==> src/rtl/dma_xfer_pkg.sv <==
package dma_xfer_pkg;

  typedef enum logic [1:0] {
    SZ_BYTE = 2'd0,
    SZ_HALF = 2'd1,
    SZ_WORD = 2'd2
  } xfer_size_e;

  typedef enum logic [1:0] {
    ST_OFF,
    ST_WAIT,
    ST_READ,
    ST_WRITE
  } eng_state_e;

  function automatic logic [3:0] size_bytes(input logic [1:0] sz);
    return 4'd1 << sz;
  endfunction

  // size code 3 is reserved and never aligned
  function automatic logic is_aligned(input logic [31:0] addr, input logic [1:0] sz);
    case (sz)
      SZ_BYTE: return 1'b1;
      SZ_HALF: return ~addr[0];
      SZ_WORD: return ~|addr[1:0];
      default: return 1'b0;
    endcase
  endfunction

endpackage

==> src/rtl/dma_addr_gen.sv <==
module dma_addr_gen
  import dma_xfer_pkg::*;
#(
  parameter int ADDR_W = 32
) (
  input  logic              clk_i,
  input  logic              rst_ni,
  input  logic              load_i,
  input  logic [ADDR_W-1:0] init_i,
  input  logic [1:0]        size_i,
  input  logic              inc_i,
  input  logic              step_i,
  input  logic              reload_i,
  output logic [ADDR_W-1:0] addr_o,
  output logic [1:0]        size_o,
  output logic              aligned_o
);

  logic [ADDR_W-1:0] base_q, cur_q;
  logic [1:0]        size_q;
  logic              inc_q;

  always_ff @(posedge clk_i or negedge rst_ni) begin
    if (!rst_ni) begin
      base_q <= '0;
      cur_q  <= '0;
      size_q <= SZ_BYTE;
      inc_q  <= 1'b0;
    end else if (load_i) begin
      base_q <= init_i;
      cur_q  <= init_i;
      size_q <= size_i;
      inc_q  <= inc_i;
    end else if (reload_i) begin
      cur_q <= base_q;
    end else if (step_i && inc_q) begin
      cur_q <= cur_q + ADDR_W'(size_bytes(size_q));
    end
  end

  assign addr_o    = cur_q;
  assign size_o    = size_q;
  assign aligned_o = is_aligned(32'(cur_q), size_q);


  fixed_addr_chk: assert property (@(posedge clk_i) disable iff (!rst_ni)
    (step_i && !reload_i && !load_i && !inc_q) |=> $stable(cur_q));

endmodule

==> src/rtl/dma_count_unit.sv <==
module dma_count_unit #(
  parameter int CNT_W = 16
) (
  input  logic             clk_i,
  input  logic             rst_ni,
  input  logic             load_i,
  input  logic [CNT_W-1:0] count_i,
  input  logic             dec_i,
  input  logic             reload_i,
  output logic             last_o,
  output logic             half_hit_o
);

  localparam int TW = CNT_W + 1;
  localparam logic [TW-1:0] FULL = TW'(1) << CNT_W;

  logic [TW-1:0] total_q, remain_q, load_val;

  assign load_val = (count_i == '0) ? FULL : {1'b0, count_i};

  always_ff @(posedge clk_i or negedge rst_ni) begin
    if (!rst_ni) begin
      total_q  <= '0;
      remain_q <= '0;
    end else if (load_i) begin
      total_q  <= load_val;
      remain_q <= load_val;
    end else if (reload_i) begin
      remain_q <= total_q;
    end else if (dec_i) begin
      remain_q <= remain_q - TW'(1);
    end
  end

  assign last_o     = (remain_q == TW'(1));
  assign half_hit_o = ((remain_q - TW'(1)) == (total_q >> 1));


  remain_bound_chk: assert property (@(posedge clk_i) disable iff (!rst_ni)
    remain_q <= total_q);

endmodule

==> src/rtl/dma_size_conv.sv <==
module dma_size_conv
  import dma_xfer_pkg::*;
#(
  parameter int DATA_W = 32
) (
  input  logic [DATA_W-1:0] din_i,
  input  logic [1:0]        src_size_i,
  input  logic [1:0]        dst_size_i,
  output logic [DATA_W-1:0] dout_o
);

  localparam int NB = DATA_W / 8;

  logic [3:0] src_n, dst_n;
  assign src_n = size_bytes(src_size_i);
  assign dst_n = size_bytes(dst_size_i);

  // lane kept only if both source and destination carry it
  for (genvar b = 0; b < NB; b++) begin : g_lane
    assign dout_o[8*b +: 8] = (4'(b) < src_n && 4'(b) < dst_n) ? din_i[8*b +: 8] : 8'h00;
  end

endmodule

==> src/rtl/dma_xfer_engine.sv <==
module dma_xfer_engine
  import dma_xfer_pkg::*;
#(
  parameter int ADDR_W = 32,
  parameter int DATA_W = 32,
  parameter int CNT_W  = 16
) (
  input  logic              clk_i,
  input  logic              rst_ni,
  input  logic              cfg_en_i,
  input  logic              cfg_dir_i,
  input  logic              cfg_m2m_i,
  input  logic              cfg_circ_i,
  input  logic [ADDR_W-1:0] cfg_per_addr_i,
  input  logic [ADDR_W-1:0] cfg_mem_addr_i,
  input  logic [1:0]        cfg_per_size_i,
  input  logic [1:0]        cfg_mem_size_i,
  input  logic              cfg_per_inc_i,
  input  logic              cfg_mem_inc_i,
  input  logic [CNT_W-1:0]  cfg_count_i,
  input  logic              periph_req_i,
  output logic              periph_ack_o,
  input  logic              flag_clr_i,
  output logic              mem_req_o,
  output logic              mem_we_o,
  output logic [ADDR_W-1:0] mem_addr_o,
  output logic [1:0]        mem_size_o,
  output logic [DATA_W-1:0] mem_wdata_o,
  input  logic              mem_rsp_valid_i,
  input  logic              mem_rsp_err_i,
  input  logic [DATA_W-1:0] mem_rdata_i,
  output logic              active_o,
  output logic              ht_o,
  output logic              tc_o,
  output logic              te_o,
  output logic              irq_o
);

  eng_state_e state_q, state_d;
  logic en_q, dir_q, m2m_q, circ_q;
  logic ht_q, tc_q, te_q;
  logic [DATA_W-1:0] data_q, conv_data;

  logic start, load, step, dec, reload, cap;
  logic set_ht, set_tc, set_te;
  logic last, half_hit;

  // side 0: peripheral, side 1: memory
  logic [ADDR_W-1:0] side_addr [2];
  logic [1:0]        side_size [2];
  logic              side_ok   [2];

  for (genvar s = 0; s < 2; s++) begin : g_side
    dma_addr_gen #(.ADDR_W(ADDR_W)) u_addr (
      .clk_i     (clk_i),
      .rst_ni    (rst_ni),
      .load_i    (load),
      .init_i    ((s == 0) ? cfg_per_addr_i : cfg_mem_addr_i),
      .size_i    ((s == 0) ? cfg_per_size_i : cfg_mem_size_i),
      .inc_i     ((s == 0) ? cfg_per_inc_i  : cfg_mem_inc_i),
      .step_i    (step),
      .reload_i  (reload),
      .addr_o    (side_addr[s]),
      .size_o    (side_size[s]),
      .aligned_o (side_ok[s])
    );
  end

  logic [ADDR_W-1:0] src_addr, dst_addr;
  logic [1:0]        src_size, dst_size;
  logic              src_ok, dst_ok;

  assign src_addr = side_addr[dir_q];
  assign dst_addr = side_addr[~dir_q];
  assign src_size = side_size[dir_q];
  assign dst_size = side_size[~dir_q];
  assign src_ok   = side_ok[dir_q];
  assign dst_ok   = side_ok[~dir_q];

  dma_count_unit #(.CNT_W(CNT_W)) u_count (
    .clk_i      (clk_i),
    .rst_ni     (rst_ni),
    .load_i     (load),
    .count_i    (cfg_count_i),
    .dec_i      (dec),
    .reload_i   (reload),
    .last_o     (last),
    .half_hit_o (half_hit)
  );

  dma_size_conv #(.DATA_W(DATA_W)) u_conv (
    .din_i      (mem_rdata_i),
    .src_size_i (src_size),
    .dst_size_i (dst_size),
    .dout_o     (conv_data)
  );

  assign start = cfg_en_i && !en_q;

  always_comb begin
    state_d = state_q;
    load    = 1'b0;
    step    = 1'b0;
    dec     = 1'b0;
    reload  = 1'b0;
    cap     = 1'b0;
    set_ht  = 1'b0;
    set_tc  = 1'b0;
    set_te  = 1'b0;
    case (state_q)
      ST_OFF: begin
        if (start) begin
          load    = 1'b1;
          state_d = ST_WAIT;
        end
      end
      ST_WAIT: begin
        if (!cfg_en_i) begin
          state_d = ST_OFF;
        end else if (m2m_q || periph_req_i) begin
          if (!src_ok) begin
            set_te  = 1'b1;
            state_d = ST_OFF;
          end else begin
            state_d = ST_READ;
          end
        end
      end
      ST_READ: begin
        if (mem_rsp_valid_i) begin
          if (mem_rsp_err_i || !dst_ok) begin
            set_te  = 1'b1;
            state_d = ST_OFF;
          end else begin
            cap     = 1'b1;
            state_d = ST_WRITE;
          end
        end
      end
      ST_WRITE: begin
        if (mem_rsp_valid_i) begin
          if (mem_rsp_err_i) begin
            set_te  = 1'b1;
            state_d = ST_OFF;
          end else begin
            dec    = 1'b1;
            set_ht = half_hit;
            if (last) begin
              set_tc = 1'b1;
              if (circ_q) begin
                reload  = 1'b1;
                state_d = ST_WAIT;
              end else begin
                state_d = ST_OFF;
              end
            end else begin
              step    = 1'b1;
              state_d = ST_WAIT;
            end
          end
        end
      end
      default: state_d = ST_OFF;
    endcase
  end

  always_ff @(posedge clk_i or negedge rst_ni) begin
    if (!rst_ni) begin
      state_q <= ST_OFF;
      en_q    <= 1'b0;
      dir_q   <= 1'b0;
      m2m_q   <= 1'b0;
      circ_q  <= 1'b0;
      data_q  <= '0;
      ht_q    <= 1'b0;
      tc_q    <= 1'b0;
      te_q    <= 1'b0;
    end else begin
      state_q <= state_d;
      en_q    <= cfg_en_i;
      if (load) begin
        dir_q  <= cfg_dir_i;
        m2m_q  <= cfg_m2m_i;
        circ_q <= cfg_circ_i;
      end
      if (cap) data_q <= conv_data;
      // set wins over clear
      ht_q <= set_ht | (ht_q & ~flag_clr_i);
      tc_q <= set_tc | (tc_q & ~flag_clr_i);
      te_q <= set_te | (te_q & ~flag_clr_i);
    end
  end

  assign mem_req_o    = (state_q == ST_READ) || (state_q == ST_WRITE);
  assign mem_we_o     = (state_q == ST_WRITE);
  assign mem_addr_o   = mem_we_o ? dst_addr : src_addr;
  assign mem_size_o   = mem_we_o ? dst_size : src_size;
  assign mem_wdata_o  = data_q;
  assign periph_ack_o = dec && !m2m_q;
  assign active_o     = (state_q != ST_OFF);
  assign ht_o         = ht_q;
  assign tc_o         = tc_q;
  assign te_o         = te_q;
  assign irq_o        = ht_q | tc_q | te_q;


  req_hold_chk: assert property (@(posedge clk_i) disable iff (!rst_ni)
    (mem_req_o && !mem_rsp_valid_i) |=>
      (mem_req_o && $stable(mem_addr_o) && $stable(mem_we_o) && $stable(mem_size_o)));


  req_aligned_chk: assert property (@(posedge clk_i) disable iff (!rst_ni)
    mem_req_o |-> is_aligned(32'(mem_addr_o), mem_size_o));


  err_stop_chk: assert property (@(posedge clk_i) disable iff (!rst_ni)
    (mem_req_o && mem_rsp_valid_i && mem_rsp_err_i) |=> (!mem_req_o && !active_o && te_o));


  hw_gate_chk: assert property (@(posedge clk_i) disable iff (!rst_ni)
    (state_q == ST_WAIT && !m2m_q && !periph_req_i) |=> !mem_req_o);


  circ_keep_chk: assert property (@(posedge clk_i) disable iff (!rst_ni)
    (set_tc && circ_q) |=> (active_o && tc_o));


  irq_clear_chk: assert property (@(posedge clk_i) disable iff (!rst_ni)
    (flag_clr_i && !set_ht && !set_tc && !set_te) |=> !irq_o);

endmodule

==> config.mk <==
export PLATFORM = sky130hd
export DESIGN_NAME = dma_xfer_engine
export DESIGN_NICKNAME = d
export VERILOG_FILES = /design/src/rtl/dma_xfer_pkg.sv /design/src/rtl/dma_addr_gen.sv /design/src/rtl/dma_count_unit.sv /design/src/rtl/dma_size_conv.sv /design/src/rtl/dma_xfer_engine.sv
export SDC_FILE = /design/constraint.sdc
export NUM_CORES = 1
export LEC_CHECK = 0
export ABC_CLOCK_PERIOD_IN_PS = 2700
export BUFFER_PORTS_ARGS = -buffer_cell sky130_fd_sc_hd__buf_2
export CAP_MARGIN = 20
export CELL_PAD_IN_SITES_DETAIL_PLACEMENT = 0
export CELL_PAD_IN_SITES_GLOBAL_PLACEMENT = 1
export CORE_AREA = 8 8 197 180
export CTS_BUF_LIST = sky130_fd_sc_hd__clkbuf_4 sky130_fd_sc_hd__clkbuf_8 sky130_fd_sc_hd__clkbuf_16
export CTS_CLUSTER_DIAMETER = 30
export DETAILED_ROUTE_END_ITERATION = 6
export DIE_AREA = 0 0 205 188
export PLACE_DENSITY_LB_ADDON = 0.1
export SETUP_SLACK_MARGIN = 0.15
export SYNTH_ARGS = -nofsm -noshare
export SYNTH_HDL_FRONTEND = slang
export SYNTH_SLANG_ARGS = --single-unit
==> constraint.sdc <==
create_clock -name clk_i -period 2.7 [get_ports clk_i]
set_input_delay 0 -clock clk_i [delete_from_list [all_inputs] [get_ports clk_i]]
set_output_delay 0 -clock clk_i [all_outputs]
set_load 0.02 [all_outputs]
# Word-level counts from Yosys, hierarchy flattened
# Cells that the tools add are included.
dict set report classes {
  add_sub_neg 3
  magnitude_cmp 10
  n_eq_ne 13
  shifts 4
  mux 79
  n_bitwise 14
  n_reduce_logical 27
}
# op n
set ops {}
lappend ops {{32-bit 2-to-1 mux} 13}
lappend ops {{17-bit 2-to-1 mux} 4}
lappend ops {{32-bit by 4-bit adder with 32-bit output} 2}
lappend ops {{1-bit 2-to-1 mux} 38}
lappend ops {{2-bit 2-to-1 mux} 16}
lappend ops {{8-bit 2-to-1 mux} 4}
lappend ops {{17-bit by 1-bit == test with 1-bit output (second input constant)} 1}
lappend ops {{17-bit by 16-bit == test with 1-bit output} 1}
lappend ops {{17-bit by 1-bit subtractor with 17-bit output (second input constant)} 1}
lappend ops {{16-bit zero test} 1}
lappend ops {{1-bit by 4-bit < comparator with 1-bit output (first input constant)} 4}
lappend ops {{2-bit by 4-bit < comparator with 1-bit output (first input constant)} 4}
lappend ops {{1-bit by 2-bit << shifter with 4-bit output (first input constant)} 4}
lappend ops {{1-bit case mux with 3 select lines} 3}
lappend ops {{3-bit nonzero test} 3}
lappend ops {{2-bit == test (second input constant)} 4}
lappend ops {{1-bit logical AND} 8}
lappend ops {{2-bit case mux with 4 select lines} 1}
lappend ops {{2-bit by 1-bit == test with 1-bit output (second input constant)} 3}
lappend ops {{2-bit zero test} 3}
lappend ops {{1-bit zero test} 5}
lappend ops {{1-bit OR} 5}
lappend ops {{2-bit greater-or-equal comparator (second input constant)} 2}
lappend ops {{2-bit != test (second input constant)} 2}
lappend ops {{other kinds (9)} 18}
dict set report totals {
  regBits 209
  inputBits 128
}

# Depth between registers and ports, before layout
dict set report depth {
  ltp_word 12
  mapped_depth 11
  ltp_nobuf 10
}

# By module
# Synthesis repeated with hierarchy kept, for this count alone.
dict set report unflattened {
  cells_unflattened 1273
  area_unflattened_um2 12393.1
}
# mod instances cells_per_inst area_per_inst_um2
set by_module_without_submodules {}
lappend by_module_without_submodules {{dma_addr_gen (g_side[1].u_addr)} 1 410 3774.9}
lappend by_module_without_submodules {{dma_addr_gen (g_side[0].u_addr)} 1 397 3766.1}
lappend by_module_without_submodules {dma_xfer_engine 1 163 2306.0}
lappend by_module_without_submodules {dma_count_unit 1 265 2275.9}
lappend by_module_without_submodules {dma_size_conv 1 38 270.3}

# Least setup slack after synthesis
# No wires, ideal clock.
dict set report synth_path {
  path_kind {reg-to-reg}
  from {register g_side[1].u_addr.size_q[0]}
  to {register g_side[1].u_addr.cur_q[16]}
  setup_ns 0.130
  arrival_ns 2.568
  required_time_ns 2.570
  slack_ns 0.001
  stages_incl_launch_ff 11
  path_buffers 0
  period_less_slack_ns 2.699
  path_cell_list {dfrtp_1 nor2_1 ha_1 inv_1 fa_1 nand2b_1 a2111oi_1 nand3_1 xnor2_1 o221ai_1 a31oi_1}
}
dict set report synth_between {
  elab_chain_cells 5
}
# item line_no
set synth_rtl {}
lappend synth_rtl {{start: declaration} dma_addr_gen.sv:20} ;# logic [1:0] size_q;
lappend synth_rtl {{start signal: assignment} dma_addr_gen.sv:32} ;# size_q <= size_i;
lappend synth_rtl {{1-bit by 2-bit << shifter with 4-bit output} dma_xfer_pkg.sv:17} ;# return 4'd1 << sz;
lappend synth_rtl {{32-bit by 4-bit adder with 32-bit output} dma_addr_gen.sv:37} ;# cur_q <= cur_q + ADDR_W'(size_bytes(size_q));
lappend synth_rtl {{32-bit 2-to-1 mux} dma_addr_gen.sv:36} ;# end else if (step_i && inc_q) begin
lappend synth_rtl {{32-bit 2-to-1 mux} dma_addr_gen.sv:34} ;# end else if (reload_i) begin
lappend synth_rtl {{32-bit 2-to-1 mux} dma_addr_gen.sv:29} ;# end else if (load_i) begin
lappend synth_rtl {{end signal: assignment} dma_addr_gen.sv:31} ;# cur_q <= init_i;
lappend synth_rtl {{end signal: assignment} dma_addr_gen.sv:35} ;# cur_q <= base_q;
lappend synth_rtl {{end signal: assignment} dma_addr_gen.sv:37}
lappend synth_rtl {{end: declaration} dma_addr_gen.sv:19} ;# logic [ADDR_W-1:0] base_q, cur_q;
# Every way passes these cells. The select of a mux whose other input is x is not followed.
# A chain may end at the register's enable or synchronous reset.

# Worst setup path in the final report
dict set report layout_path {
  from {register g_side[0].u_addr.size_q[1]}
  to {register g_side[0].u_addr.cur_q[16]}
}
dict set report layout_between {
  elab_chain_cells 5
}
# item line_no
set layout_rtl {}
lappend layout_rtl {{start: declaration} dma_addr_gen.sv:20}
lappend layout_rtl {{start signal: assignment} dma_addr_gen.sv:32}
lappend layout_rtl {{1-bit by 2-bit << shifter with 4-bit output} dma_xfer_pkg.sv:17}
lappend layout_rtl {{32-bit by 4-bit adder with 32-bit output} dma_addr_gen.sv:37}
lappend layout_rtl {{32-bit 2-to-1 mux} dma_addr_gen.sv:36}
lappend layout_rtl {{32-bit 2-to-1 mux} dma_addr_gen.sv:34}
lappend layout_rtl {{32-bit 2-to-1 mux} dma_addr_gen.sv:29}
lappend layout_rtl {{end signal: assignment} dma_addr_gen.sv:31}
lappend layout_rtl {{end signal: assignment} dma_addr_gen.sv:35}
lappend layout_rtl {{end signal: assignment} dma_addr_gen.sv:37}
lappend layout_rtl {{end: declaration} dma_addr_gen.sv:19}
# Every way passes these cells. The select of a mux whose other input is x is not followed.

==> reports/metrics.csv <==
stage;metric;value;unit
worst_setup_path;critPathLaunchType;register;
global_routing;gr-total-overflow;0;
timing;fin_crit_sh;91.9;%
job;cap_violations;0;
die;die_w;205;microns
final_layout;multi_input_comb_area;0.00614;sq mm
final_layout;drive_above_1_share;27.4;%
worst_setup_path;critPathBufInv;2;
placement;pre_cts_slack;52.1;ps
global_routing;grt_util_all_layers;22.3;%
worst_setup_path;worst_path_max_delay_cell;dfrtp_1;
final_layout;antennaDiodeCount;0;
route;vias;12100;
placement;dp_hpwl;30.7;mm
die;dieArea;0.0385;sq mm
yosys;async_flop_share;100;%
yosys;synth_top_flop_cell;dfrtp_1;
yosys;synth_top_area_share;44.6;%
yosys;avgSynthCellArea;8.52;sq um
clock_tree;htreeDepth;3;
final_layout;register_area;0.00523;sq mm
die;rows;63;
global_routing;grt_pass1_vias;12200;
worst_setup_path;cp_data_arrival_time;2910;ps
final_layout;nFillCells;3018;
worst_setup_path;crit_fanout;6;
timing;max_slew_margin;54.7;%
worst_setup_path;critical-path-top-delay-family;compound AO/OA/AOI/OAI gates;
route;first_pass_iters;5;
route;drt-vias-per-instance;5.34;
yosys;synthTopCellsByArea;dfrtp_1, nand2_1, o21ai_0;
placement;gp_congestion;0.847;
clock_tree;cts.clk_slew.worst_paths;40;ps
die;coreArea;0.0323;sq mm
die;dieHeight;188;microns
yosys;synth_seq_area_share;44.6;%
timing;fin_crit;2480;ps
route;drtAntennaViolNets;0;
clock_tree;clockRootBuffer;clkbuf_16;
timing;finalMaxSlewViolations;0;
placement;placed_area;0.0137;sq mm
yosys;synth_fp_nets;1516;
clock_tree;cts_tree;done;
yosys;synth_cell_type_count;76;
final_layout;fin_util;54.2;%
die;start_util;36.3;%
final_layout;area_delta_synth_final;49.4;%
final_layout;final_common_cell;nand2_1;
pwr;p_per_area;1240;mW/mm^2
yosys;syn_inst;1376;
pwr;vdd_drop_max;881;uV
clock_tree;cts-buffers-inserted;66;
worst_setup_path;worstSetupPathType;reg2reg;
timing;rsz0062_at_grt;true;
route;drc;0;
yosys;synth_area;0.0117;sq mm
timing;setup_tns;0;ps
global_routing;grt_pass1_wl;68.9;mm
final_layout;layout_common_cells;nand2_1, dfrtp_1, buf_2;
route;drtIter0Drc;787;
pwr;p_leak;8.27;nW
route;routed_wl;43.8;mm
status;status;complete, no violations;
die;ios;202;
yosys;synth_top_area_cell;dfrtp_1;
worst_setup_path;end_kind;register;
yosys;ys_warn_count;0;
min_path;min_path_type;in2async;
route;wl_per_cell;19.4;microns
final_layout;fin_nets;1927;
timing;hold_violations;0;
timing;worstMarginPinSlew;677;ps
clock_tree;cts_sinks;209;
clock_tree;clock_latency;550;ps
timing;setup_viol;0;
global_routing;grt_max_degree;71;
worst_setup_path;path_cells;nor2_1 > ha_2 > inv_1 > fa_1 > nor2b_2 > o21ai_4 > buf_4 > a21oi_1 > xor2_1 > o221ai_1 > a31oi_1;
timing;finalWorstSetupSlack;220;ps
worst_setup_path;cp.required;3130;ps
clock_tree;cts_buffer_depth;3;
timing;max_freq;403;MHz
placement;port_buffers;201;
yosys;synth_seq_cells;209;
worst_setup_path;cpPeakStageDelay;400;ps
timing;skew;27.4;ps
global_routing;antenna_found_initial;0;
final_layout;final_area;0.0175;sq mm
yosys;synth-edff-count;0;
area by class of cell:
class / instances / share of cell area [%]
multi-input combinational: 1048 / 35.1
sequential: 209 / 29.9
timing repair buffer: 429 / 18.1
clock buffer: 91 / 11.2
tap: 422 / 3.02
clock inverter: 26 / 1.93
inverter: 33 / 0.707
worst register-to-register path: stages, from the launching register on:
cell and delay [ps]:
dfrtp_1 400, nor2_1 160, ha_2 210, inv_1 50
fa_1 390, nor2b_2 200, o21ai_4 130, buf_4 170
a21oi_1 170, xor2_1 170, o221ai_1 130, a31oi_1 200
path summary, 6_finish.rpt:
kind | slack [ps] | startpoint | to | cells after the start
min in group clk_i | 180 | cfg_en_i | en_q$_DFF_PN0_ | 2
setup / recovery | 220 | g_side[0].u_addr.size_o[1]$_DFFE_PN0P_ | g_side[0].u_addr.addr_o[16]$_DFFE_PN0P_ | 11
setup reg to reg | 220 | g_side[0].u_addr.size_o[1]$_DFFE_PN0P_ | g_side[0].u_addr.addr_o[16]$_DFFE_PN0P_ | 11
max in group asynchronous | 1760 | rst_ni | mem_wdata_o[19]$_DFFE_PN0P_ | 3
hold / removal | 20 | rst_ni | u_count.total_q[9]$_DFFE_PN0P_ | 2
hold reg to reg | 460 | g_side[0].u_addr.base_q[10]$_DFFE_PN0P_ | g_side[0].u_addr.base_q[10]$_DFFE_PN0P_ | 2
repair_timing:
| action | 4_1_cts | 5_1_grt |
|---|---|---|
| pin swaps | 1 | 7 |
| endpoints found under the setup margin | 36 | 38 |
| endpoints found under the hold margin | 382 | 0 |
| gates resized for setup | 8 | 25 |
| setup buffers | 1 | 5 |
| cloned | 0 | 1 |
| hold buffers | 127 | 0 |
cell usage after synthesis, types with 3 or more instances:
library cell and number:
o22ai_1 9, nand2_1 356, a31oi_1 23, or3_1 6, ha_1 10, xnor2_1 27
o21a_1 7, buf_1 7, xor2_1 21, a21boi_0 10, o211ai_1 17, o21ai_0 98
dfrtp_1 209, a21oi_1 53, nor3_2 4, and2_1 9, a2bb2oi_1 5, o311ai_0 8
a221o_1 3, o31ai_1 7, nor2b_1 12, and3_1 15, nand4_1 28, o221ai_1 13
nor4_1 16, clkbuf_1 47, a22oi_1 7, o21ai_1 15, nand3_1 50, a211oi_1 9
buf_2 26, buf_4 4, o31a_1 4, mux2i_1 4, inv_1 33, o22a_1 7
and4_1 3, mux2_2 38, nor3_1 26, or2_2 6, nor2_1 66, a21o_1 3
nand2b_1 8, a311oi_1 3
metal layers:
| metal | global-route usage [%] | share of wire, % | vias to the layer above |
|---|---|---|---|
| li1 | - | - | 5709 |
| met3 | 4.40 | 6.3 | 67 |
| met5 | 0 | 0 | - |
| met1 | 30.8 | 46 | 5853 |
| met4 | 7.03 | 2.1 | 0 |
| met2 | 34.8 | 45 | 425 |
kinds of logic after synthesis:
| group | Yosys count | share of synthesized area (%) |
|---|---|---|
| AOI/OAI and AO/OA | 323 | 17.7 |
| xor gates and xnor gates | 48 | 3.59 |
| adders and majority gates | 12 | 1.41 |
| buffers and inverters | 119 | 4.34 |
| DFF | 209 | 44.6 |
| muxes | 44 | 4.18 |
| and+or+nand+nor | 621 | 24.2 |
stage by stage:
step,hold WS (ps),total power (W),cells
after floorplan,-296,0.0105,1376
after CTS,49.9,0.0217,2252
after global placement,14.4,0.0134,2007
final,21.9,0.0218,2258
after detailed placement,18.3,0.0135,2007
after global routing,80.3,0.0231,2258
where the power goes:
group          leakage, nW  switching, W  internal, W
Clock                 1.17       0.00214      0.00577
Combinational         4.47       0.00457      0.00340
Sequential            2.63       0.00138      0.00453
Total                 8.27       0.00809       0.0137
state kept, by name, indices dropped and copies added (netlist names):
signal and flops:
u_count.remain_q 17, ht_o 1, circ_q 1, mem_wdata_o 32
m2m_q 1, te_o 1, g_side.u_addr.base_q 64, tc_o 1
en_q 1, u_count.total_q 17, dir_q 1, g_side.u_addr.size_o 4
state_q 2, g_side.u_addr.inc_q 2, g_side.u_addr.addr_o 64
Note: power is estimated with default switching activity, not from simulation.
